==> config.mk <==
export PLATFORM = sky130hd
export DESIGN_NAME = mbox_state_irq
export DESIGN_NICKNAME = d
export VERILOG_FILES = /design/src/rtl/mbox_state_irq.sv
export SDC_FILE = /design/constraint.sdc
export NUM_CORES = 1
export LEC_CHECK = 0
export BUFFER_PORTS_ARGS = -buffer_cell sky130_fd_sc_hd__clkbuf_2
export CAP_MARGIN = 5
export CORE_ASPECT_RATIO = 1.4
export CORE_MARGIN = 2
export CORE_UTILIZATION = 40
export CTS_BUF_LIST = sky130_fd_sc_hd__clkbuf_16
export DETAILED_ROUTE_END_ITERATION = 16
export GPL_ROUTABILITY_DRIVEN = 0
export PLACE_DENSITY = 0.68
export SYNTH_ARGS = -nofsm -noshare
export SYNTH_HDL_FRONTEND = slang
export SYNTH_SLANG_ARGS = --single-unit
==> constraint.sdc <==
create_clock -name clk -period 2.7 [get_ports clk]
set_input_delay 0.81 -clock clk [delete_from_list [all_inputs] [get_ports clk]]
set_output_delay 0.81 -clock clk [all_outputs]
set_load 0.01 [all_outputs]
==> src/rtl/mbox_state_irq.sv <==
module mbox_state_irq #(
  parameter int NCH = 7,
  parameter int CW  = 3
) (
  input  logic           clk,
  input  logic           rst_n,
  input  logic           h_we,
  input  logic           h_dir,
  input  logic [CW-1:0]  h_ch,
  input  logic [1:0]     h_val,
  input  logic           c_we,
  input  logic           c_dir,
  input  logic [CW-1:0]  c_ch,
  input  logic [1:0]     c_val,
  input  logic           clr_done,
  input  logic           clr_arrival,
  input  logic           rd_dir,
  input  logic [CW-1:0]  rd_ch,
  output logic [1:0]     rd_val,
  output logic           done_irq,
  output logic           arrival_irq,
  output logic [NCH-1:0] done_mask,
  output logic [NCH-1:0] arrival_mask
);
  localparam logic [1:0] ST_NEW  = 2'd1;
  localparam logic [1:0] ST_DONE = 2'd3;

  logic [1:0] snd_q [NCH];
  logic [1:0] rcv_q [NCH];
  logic [1:0] snd_d [NCH];
  logic [1:0] rcv_d [NCH];
  logic [NCH-1:0] done_entry, arr_entry;

  always_comb begin
    for (int c = 0; c < NCH; c++) begin
      snd_d[c] = snd_q[c];
      rcv_d[c] = rcv_q[c];
      if (h_we && h_ch == CW'(c)) begin
        if (h_dir) rcv_d[c] = h_val;
        else       snd_d[c] = h_val;
      end
      if (c_we && c_ch == CW'(c)) begin
        if (c_dir) rcv_d[c] = c_val;
        else       snd_d[c] = c_val;
      end
      done_entry[c]   = (snd_d[c] == ST_DONE) && (snd_q[c] != ST_DONE);
      arr_entry[c]    = (rcv_d[c] == ST_NEW)  && (rcv_q[c] != ST_NEW);
      done_mask[c]    = snd_q[c] == ST_DONE;
      arrival_mask[c] = rcv_q[c] == ST_NEW;
    end
  end

  always_ff @(posedge clk or negedge rst_n) begin
    if (!rst_n) begin
      for (int c = 0; c < NCH; c++) begin
        snd_q[c] <= '0;
        rcv_q[c] <= '0;
      end
      done_irq    <= 1'b0;
      arrival_irq <= 1'b0;
    end else begin
      for (int c = 0; c < NCH; c++) begin
        snd_q[c] <= snd_d[c];
        rcv_q[c] <= rcv_d[c];
      end
      if (|done_entry)   done_irq <= 1'b1;
      else if (clr_done) done_irq <= 1'b0;
      if (|arr_entry)       arrival_irq <= 1'b1;
      else if (clr_arrival) arrival_irq <= 1'b0;
    end
  end

  always_comb begin
    rd_val = '0;
    for (int c = 0; c < NCH; c++)
      if (rd_ch == CW'(c)) rd_val = rd_dir ? rcv_q[c] : snd_q[c];
  end
endmodule


==> results of run 1 <==
worst paths after layout:
check,startpoint,end,depth (start not counted)
min,done_irq,done_irq,2
min in group asynchronous,rst_n,rcv_q[7],1
min reg2reg,done_irq,done_irq,2
max reg2reg,rcv_q[12],arrival_irq,5
max,rd_dir,rd_val[1],6
max in group asynchronous,rst_n,snd_q[3],1
worst max-delay path: stages:
cell	delay (ps)
buf_8	90
mux4_2	480
mux2i_1	150
o211a_1	170
a31oi_1	40
buf_2	150
power by group through the flow:
stage / registers [µW] / clock network [µW] / logic (µW)
after global placement: 693 / 0 / 616
final: 692 / 638 / 636
after global routing: 702 / 659 / 705
after CTS: 685 / 640 / 628
after detailed placement: 692 / 0 / 624
after floorplan: 638 / 0 / 431
kinds of logic (layout without fill, tap and decap cells):
logic type	after synthesis	after routing	share of synthesized area, %
compound gates	90	90	24.3
buf+inv	39	73	6.58
flops	30	30	30.8
mux	15	15	7.30
simple gates	130	130	31.0
registers in the layout, summed over array words and instances, names as in the netlist:
register     flops
rcv_q           14
snd_q           14
arrival_irq      1
done_irq         1
final cells by class:
cell class              instances  area share (%)
clock buffers                   5            4.35
clock inverters                 3            1.39
inverters                      16            2.09
multi-input cells             235            53.2
flip-flops and latches         30            26.1
well taps                      70            3.04
repair buffers                 49            9.87
Yosys cell counts, drive strengths merged (2+ instances only):
| cell type | n | share of area (%) |
|---|---|---|
| nand4bb | 2 | 0.93 |
| a311oi | 3 | 1.1 |
| a32o | 2 | 0.82 |
| nand3b | 4 | 1.4 |
| o21a | 3 | 0.93 |
| clkbuf | 11 | 1.7 |
| and3 | 2 | 0.51 |
| dfrtp | 30 | 31 |
| mux2i | 11 | 4.5 |
| or2 | 4 | 1.0 |
| nand2b | 9 | 2.3 |
| a21boi | 2 | 0.62 |
| o22ai | 9 | 2.3 |
| a31oi | 22 | 5.7 |
| o21ai | 24 | 5.1 |
| and4bb | 2 | 1.0 |
| or3 | 2 | 0.51 |
| o31ai | 3 | 0.93 |
| a21oi | 7 | 1.4 |
| mux2 | 2 | 0.93 |
| a32oi | 6 | 2.2 |
| nand4 | 5 | 1.3 |
| inv | 16 | 2.5 |
| nor3b | 2 | 0.62 |
| nor3 | 17 | 3.5 |
| and2 | 3 | 0.77 |
| nand3 | 7 | 1.4 |
| a22oi | 3 | 0.93 |
| nor2b | 10 | 2.6 |
| buf | 12 | 2.4 |
| nor4 | 2 | 0.51 |
| nor2 | 13 | 2.0 |
| and3b | 4 | 1.4 |
| nand2 | 30 | 4.6 |
| nand4b | 4 | 1.4 |
| and4b | 3 | 1.2 |
| or3b | 3 | 1.1 |
| mux4 | 2 | 1.9 |
per-stage QoR:
step / std cells / setup TNS (ps)
floorplan: 304 / 0
global placement: 400 / -25.3
detailed placement: 400 / -50.6
CTS: 408 / 0
global route: 408 / -38.2
finish: 408 / 0
timing repair:
| item | 4_1_cts | 5_1_grt |
|---|---|---|
| pin swaps | 0 | 2 |
| setup endpoints to repair | 2 | 2 |
| gates resized for setup | 1 | 6 |
routing by layer:
layer  up-vias  wire, µm
met5         -         0
met4         0       289
met3        24       587
met2       136      3830
met1      1226      3020
li1       1209         -
==> reports/qor.yml, run 1 <==
layout:
  multiInputGateArea_mm2: 0.00153
  n_antenna_cell: 0
  final_cell_area_mm2: 0.00288
  num-nets-final: 359
  register_area_um2: 751
  area_delta_synth_final_pct: 18.3
  final_cell_mix: "36 x clkbuf_2, 30 x nand2_1, 30 x dfrtp_1"
  fillers: 567
  drive_gt1_share_pct: 19.2
  final_common_cell: "clkbuf_2"
  fin_util_pct: 49.1
cts:
  cts_tree: "built"
  path_clk_slew_ps: 60
  clk_path_buf_depth: 2
  worstSkewPairLatency_ps: 280
  ctsHtreeMaxLevel: 2
  cts_buffers: 5
  post_cts_buffers: 0
  cts_hold_buffers: 0
  clock_sinks: 30
  root_buffer: "clkbuf_16"
power_and_ir_drop:
  p_switching_uw: 683
  power_leakage_uw: 0.00123
  p_clk_share_pct: 32.4
  p_seq_share_pct: 35.2
  fin_total_pwr_uw: 1970
  p_int_uw: 1280
  ir_drop_mv: 0.301
  power_frac_comb_pct: 32.4
  pwr_density_cell_mw_per_mm2: 683
  power_switching_share_pct: 34.7
synthesis:
  ys.flop_type: "dfrtp_1"
  ys_seq_elements: 30
  synthesis.area_mm2: 0.00243
  synth_cell_types: 51
  syn_nets: 326
  synth_seq_area_share_pct: 30.8
  syn_area_per_cell_um2: 8.01
  yosysWarningCount: 0
  synthCells: 304
  synthArstFlopShare_pct: 100
  synth_edf_count: 0
critical_path:
  path_class: "input port to output pin"
  r2r_setup_slack_ps: 1170
  cp-end-kind: "output pin"
  cp.arrival_ps: 1880
  crit_path_max_fanout: 4
  critPathLaunchType: "input port"
  crit_required_ps: 1890
grt:
  grt_max_degree: 31
  grt_pass1_wl_um: 12300
  use_met2_pct: 41.7
  use_met1_pct: 28.0
  overflow: 0
  globalRouteMet3Util_pct: 3.35
  busiest_layer: "met2"
  antenna_found_initial: 0
  grt_use_total_pct: 23.6
  grt_pass1_vias: 2503
sta:
  fin_crit_ps: 2690
  slew_violations: 0
  slew_headroom_pct: 49.4
  fin_skew_ps: 9.16
  whs_ps: 536
  setup_slack_ps: 13.3
  rsz0062_at_grt: "yes"
  hold_viol_final: 0
  max_freq_mhz: 372
  final-setup-viol-count: 0
  tightest_slew_ps: 759
  period_share_pct: 99.5
placement:
  io_buffers: 39
  dp_hpwl_um: 5880
  place_ws_ps: -35.2
  place_area_mm2: 0.00269
detailed_routing:
  drt-pass1-iter-count: 5
  drt_iter0_markers: 148
  drc_errors: 0
  wl_um: 7730
  drtAntennaViolNets: 0
  route.vias.total: 2595
  viasPerCell: 6.36
  wl_per_cell_um: 18.9
die:
  coreArea_mm2: 0.00586
  dieArea_mm2: 0.00673
  pin_count: 40
  rows: 33
  start_util_pct: 41.5
  dieHeight_um: 96.3
  die_w_um: 69.9
outcome:
  status: "completed"
flow_run:
  maxCapViolCount: 0
hold_path:
  min_path_type: "flip-flop to flip-flop"
No activity file was read; power rests on OpenSTA's default activity.
==> run 2, diff against run 1 <==
Settings changed: CORE_UTILIZATION 40 to 28, PLACE_DENSITY 0.68 to 0.53.
==> reports/qor.yml, run 2 (same netlist as run 1, synthesis figures left out) <==
outcome:
  status: "finished, violations left"
  violations: "negative setup slack"
detailed_routing:
  wl_per_cell_um: 19.0
  route.vias.total: 2556
  drtAntennaViolNets: 0
  wl_um: 8460
  drc_errors: 0
  drt-pass1-iter-count: 4
  viasPerCell: 5.76
  drt_iter0_markers: 203
sta:
  hold_viol_final: 0
  fin_crit_ps: 2700
  slew_headroom_pct: 46.1
  period_share_pct: 100
  slew_violations: 0
  fin_skew_ps: 2.14
  setup_slack_ps: -2.28
  final-setup-viol-count: 1
  tightest_slew_ps: 809
  max_freq_mhz: 370
  rsz0062_at_grt: "yes"
  fin_tns_setup_ps: -2.28
grt:
  grt_pass1_wl_um: 13600
  grt_pass1_vias: 2570
  grt_use_total_pct: 19.3
  grt_max_degree: 31
  antenna_found_initial: 0
  overflow: 0
cts:
  root_buffer: "clkbuf_16"
  cts_hold_buffers: 0
  cts_tree: "built"
  cts_buffers: 5
  worstSkewPairLatency_ps: 280
  ctsHtreeMaxLevel: 2
  path_clk_slew_ps: 50
  clk_path_buf_depth: 2
  clock_sinks: 30
placement:
  place_ws_ps: -69.2
  io_buffers: 39
  dp_hpwl_um: 6590
layout:
  top_regs: "rcv_q (14), snd_q (14)"
  drive_gt1_share_pct: 18.6
  num-nets-final: 360
  area_delta_synth_final_pct: 19.3
  final_cell_mix: "37 x clkbuf_2, 30 x nand2_1, 30 x dfrtp_1"
  final_common_cell: "clkbuf_2"
  n_antenna_cell: 0
critical_path:
  r2r_setup_slack_ps: 1160
  cp.arrival_ps: 1890
  rr_worst_depth: 5
  path_class: "input port to output pin"
  rr_startpoint: "rcv_q[12]"
  cp-end-kind: "output pin"
  crit_required_ps: 1890
  crit_path_max_fanout: 4
  r2r-end: "arrival_irq"
  critPathLaunchType: "input port"
die:
  dieHeight_um: 114
  pin_count: 40
  dieArea_mm2: 0.00946
  coreArea_mm2: 0.00851
  rows: 40
  die_w_um: 82.8
  start_util_pct: 28.6
power_and_ir_drop:
  power_leakage_uw: 0.00122
  pwr_density_cell_mw_per_mm2: 644
  ir_drop_mv: 0.249
hold_path:
  min_to: "done_irq"
  min_path_type: "flip-flop to flip-flop"
  hold_path.startpoint: "done_irq"
  min_path_cells: 2
flow_run:
  maxCapViolCount: 0
==> run 2: cell type report <==
class	instances	area (µm²)
clock buffers	5	125
fillers	925	5600
inverters	16	60.1
flip-flops and latches	30	751
clock inverters	3	12.5
well taps	105	131
multi-input cells	235	1520
repair buffers	50	302
==> run 2: how the worst max path moves through the flow <==
| stage | from | end |
|---|---|---|
| 5_1_grt | rd_dir | rd_val[1] |
| 6_report | rd_dir | rd_val[1] |
| 3_5_place_dp | rd_dir | rd_val[1] |
| 3_3_place_gp | rd_dir | rd_val[1] |
| 2_1_floorplan | rd_ch[1] | rd_val[1] |
| 4_1_cts | rd_dir | rd_val[1] |
==> run 2: what timing repair did <==
item	in CTS	in global routing
endpoints found under the setup margin	2	2
cloned	0	0
pin swaps	1	1
resized for setup	4	1
buffers inserted	1	0
==> run 2: critical path: stages <==
cell       delay (ps)
clkbuf_16         110
mux4_2            490
mux2i_1           150
o211a_1           150
a31oi_1            40
buf_2             150
==> run 2: stage by stage <==
step | utilization [%] | hold slack [ps] | power [µW] | instance area, µm² | cells
2_1_floorplan | - | 514 | 1070 | 2430 | 304
3_3_place_gp | 32.1 | 526 | 1330 | 2740 | 435
3_5_place_dp | 32.1 | 517 | 1340 | 2740 | 435
4_1_cts | 34.1 | 530 | 1880 | 2900 | 444
5_1_grt | 34.1 | 583 | 1990 | 2900 | 444
6_report | 34.1 | 542 | 1870 | 2900 | 444
==> run 2: layer usage <==
metal	up-vias	part of all wire (%)	track usage, %	wire, µm
met5	-	0	0	0
met4	0	2.3	7.32	194
met3	12	4.7	3.79	401
met2	97	51	31.7	4290
met1	1239	42	24.6	3580
li1	1208	-	-	-
==> run 2: where the power goes <==
group | total [µW] | internal (µW) | switching [µW]
clock | 537 | 333 | 205
sequential | 685 | 568 | 117
combinational | 648 | 284 | 364
total | 1870 | 1180 | 686
==> run 3, diff against run 2 <==
Settings changed: SKIP_CTS_REPAIR_TIMING set to 1.
==> reports/qor.yml, run 3 (same netlist as run 1, synthesis figures left out) <==
critical_path:
  cp-end-kind: "output pin"
  rr_worst_depth: 5
  crit_required_ps: 1890
  cpMaxStageDelayCell: "mux4_2"
  r2r_setup_slack_ps: 1150
  slowest_delay_ps: 490
  crit_path_max_fanout: 4
  cp_cell_sequence: "buf_8 -> mux4_2 -> mux2i_1 -> o211a_1 -> a31oi_1 -> buf_2"
  critPathLaunchType: "input port"
  path_class: "input port to output pin"
  r2r-end: "arrival_irq"
  rr_startpoint: "rcv_q[12]"
  cp.arrival_ps: 1880
die:
  rows: 40
  pin_count: 40
  die_w_um: 82.8
  dieHeight_um: 114
  coreArea_mm2: 0.00851
  start_util_pct: 28.6
  dieArea_mm2: 0.00946
sta:
  setup_slack_ps: 7.78
  final-setup-viol-count: 0
  fin_tns_setup_ps: 0
  period_share_pct: 99.7
  hold_viol_final: 0
  tightest_slew_ps: 802
  fin_skew_ps: 2.41
  max_freq_mhz: 371
  rsz0062_at_grt: "yes"
  fin_crit_ps: 2690
  slew_violations: 0
  slew_headroom_pct: 46.5
cts:
  root_buffer: "clkbuf_16"
  cts_tree: "built"
  ctsHtreeMaxLevel: 2
  clock_sinks: 30
  clk_path_buf_depth: 2
  worstSkewPairLatency_ps: 280
  cts_buffers: 5
  path_clk_slew_ps: 50
layout:
  final_cells: 444
  drive_gt1_share_pct: 18.6
  final_cell_mix: "37 x clkbuf_2, 30 x nand2_1, 30 x dfrtp_1"
  top_regs: "rcv_q (14), snd_q (14)"
  final_common_cell: "clkbuf_2"
  final_cell_area_mm2: 0.00289
  n_antenna_cell: 0
  area_delta_synth_final_pct: 18.9
  fillers: 924
  num-nets-final: 360
detailed_routing:
  route.vias.total: 2594
  drtAntennaViolNets: 0
  viasPerCell: 5.84
  drc_errors: 0
  wl_um: 8460
  drt_iter0_markers: 196
  drt-pass1-iter-count: 5
  wl_per_cell_um: 19.1
grt:
  use_met2_pct: 31.5
  grt_max_degree: 31
  grt_use_total_pct: 19.2
  antenna_found_initial: 0
  grt_pass1_wl_um: 13500
  globalRouteMet3Util_pct: 3.79
  use_met1_pct: 24.6
  grt_pass1_vias: 2557
  busiest_layer: "met2"
  overflow: 0
placement:
  dp_cells: 435
  place_ws_ps: -69.2
  place_area_mm2: 0.00274
  io_buffers: 39
  dp_hpwl_um: 6590
hold_path:
  min_path_type: "flip-flop to flip-flop"
  min_to: "done_irq"
  min_path_cells: 2
  hold_path.startpoint: "done_irq"
power_and_ir_drop:
  pwr_density_cell_mw_per_mm2: 647
  ir_drop_mv: 0.245
  power_leakage_uw: 0.00122
  fin_total_pwr_uw: 1870
flow_run:
  maxCapViolCount: 0
outcome:
  status: "completed"
[run 3: cell types whose count changed in the layout (fill, tap and decap cells not counted), sizes merged]
cell / change
buf: +1
clkbuf: -1
[run 3: final cells by class]
type	instances	area, µm²	share of cell area, %
Inverter	16	60.1	2.08
Sequential cell	30	751	25.9
Clock inverter	3	12.5	0.432
Timing Repair Buffer	50	292	10.1
Multi-Input combinational cell	235	1520	52.6
Clock buffer	5	125	4.32
Tap cell	105	131	4.54
[run 3: per-layer routing]
layer  wire length [µm]  share of wire (%)
met2               4190                 50
met5                  0                  0
met4                233                2.8
met3                550                6.5
met1               3490                 41
[run 3: power by group]
| group | total (µW) | switching [µW] | internal [µW] |
|---|---|---|---|
| clock network | 539 | 206 | 333 |
| logic | 649 | 366 | 283 |
| registers | 684 | 117 | 568 |
| total | 1870 | 688 | 1180 |
[run 3: how the worst max path moves through the flow]
stage / start / to / slack [ps] / cells past startpoint
final: rd_dir / rd_val[1] / 8 / 6
after global routing: rd_dir / rd_val[1] / -100 / 6
after CTS: rd_dir / rd_val[1] / -70 / 6
after detailed placement: rd_dir / rd_val[1] / -70 / 6
after global placement: rd_dir / rd_val[1] / -40 / 6
after floorplan: rd_ch[1] / rd_val[1] / 120 / 5
[run 3: worst max-delay path, delay by kind of cell]
family | cells | cell delay, ps
compound gates | 2 | 210
mux | 2 | 630
buf+inv | 2 | 230
[run 3: metrics by stage]
stage,hold slack (ps),util [%]
after floorplan,514,-
after global placement,526,32.1
after detailed placement,517,32.1
after CTS,530,33.8
after global routing,583,34.0
final,543,34.0
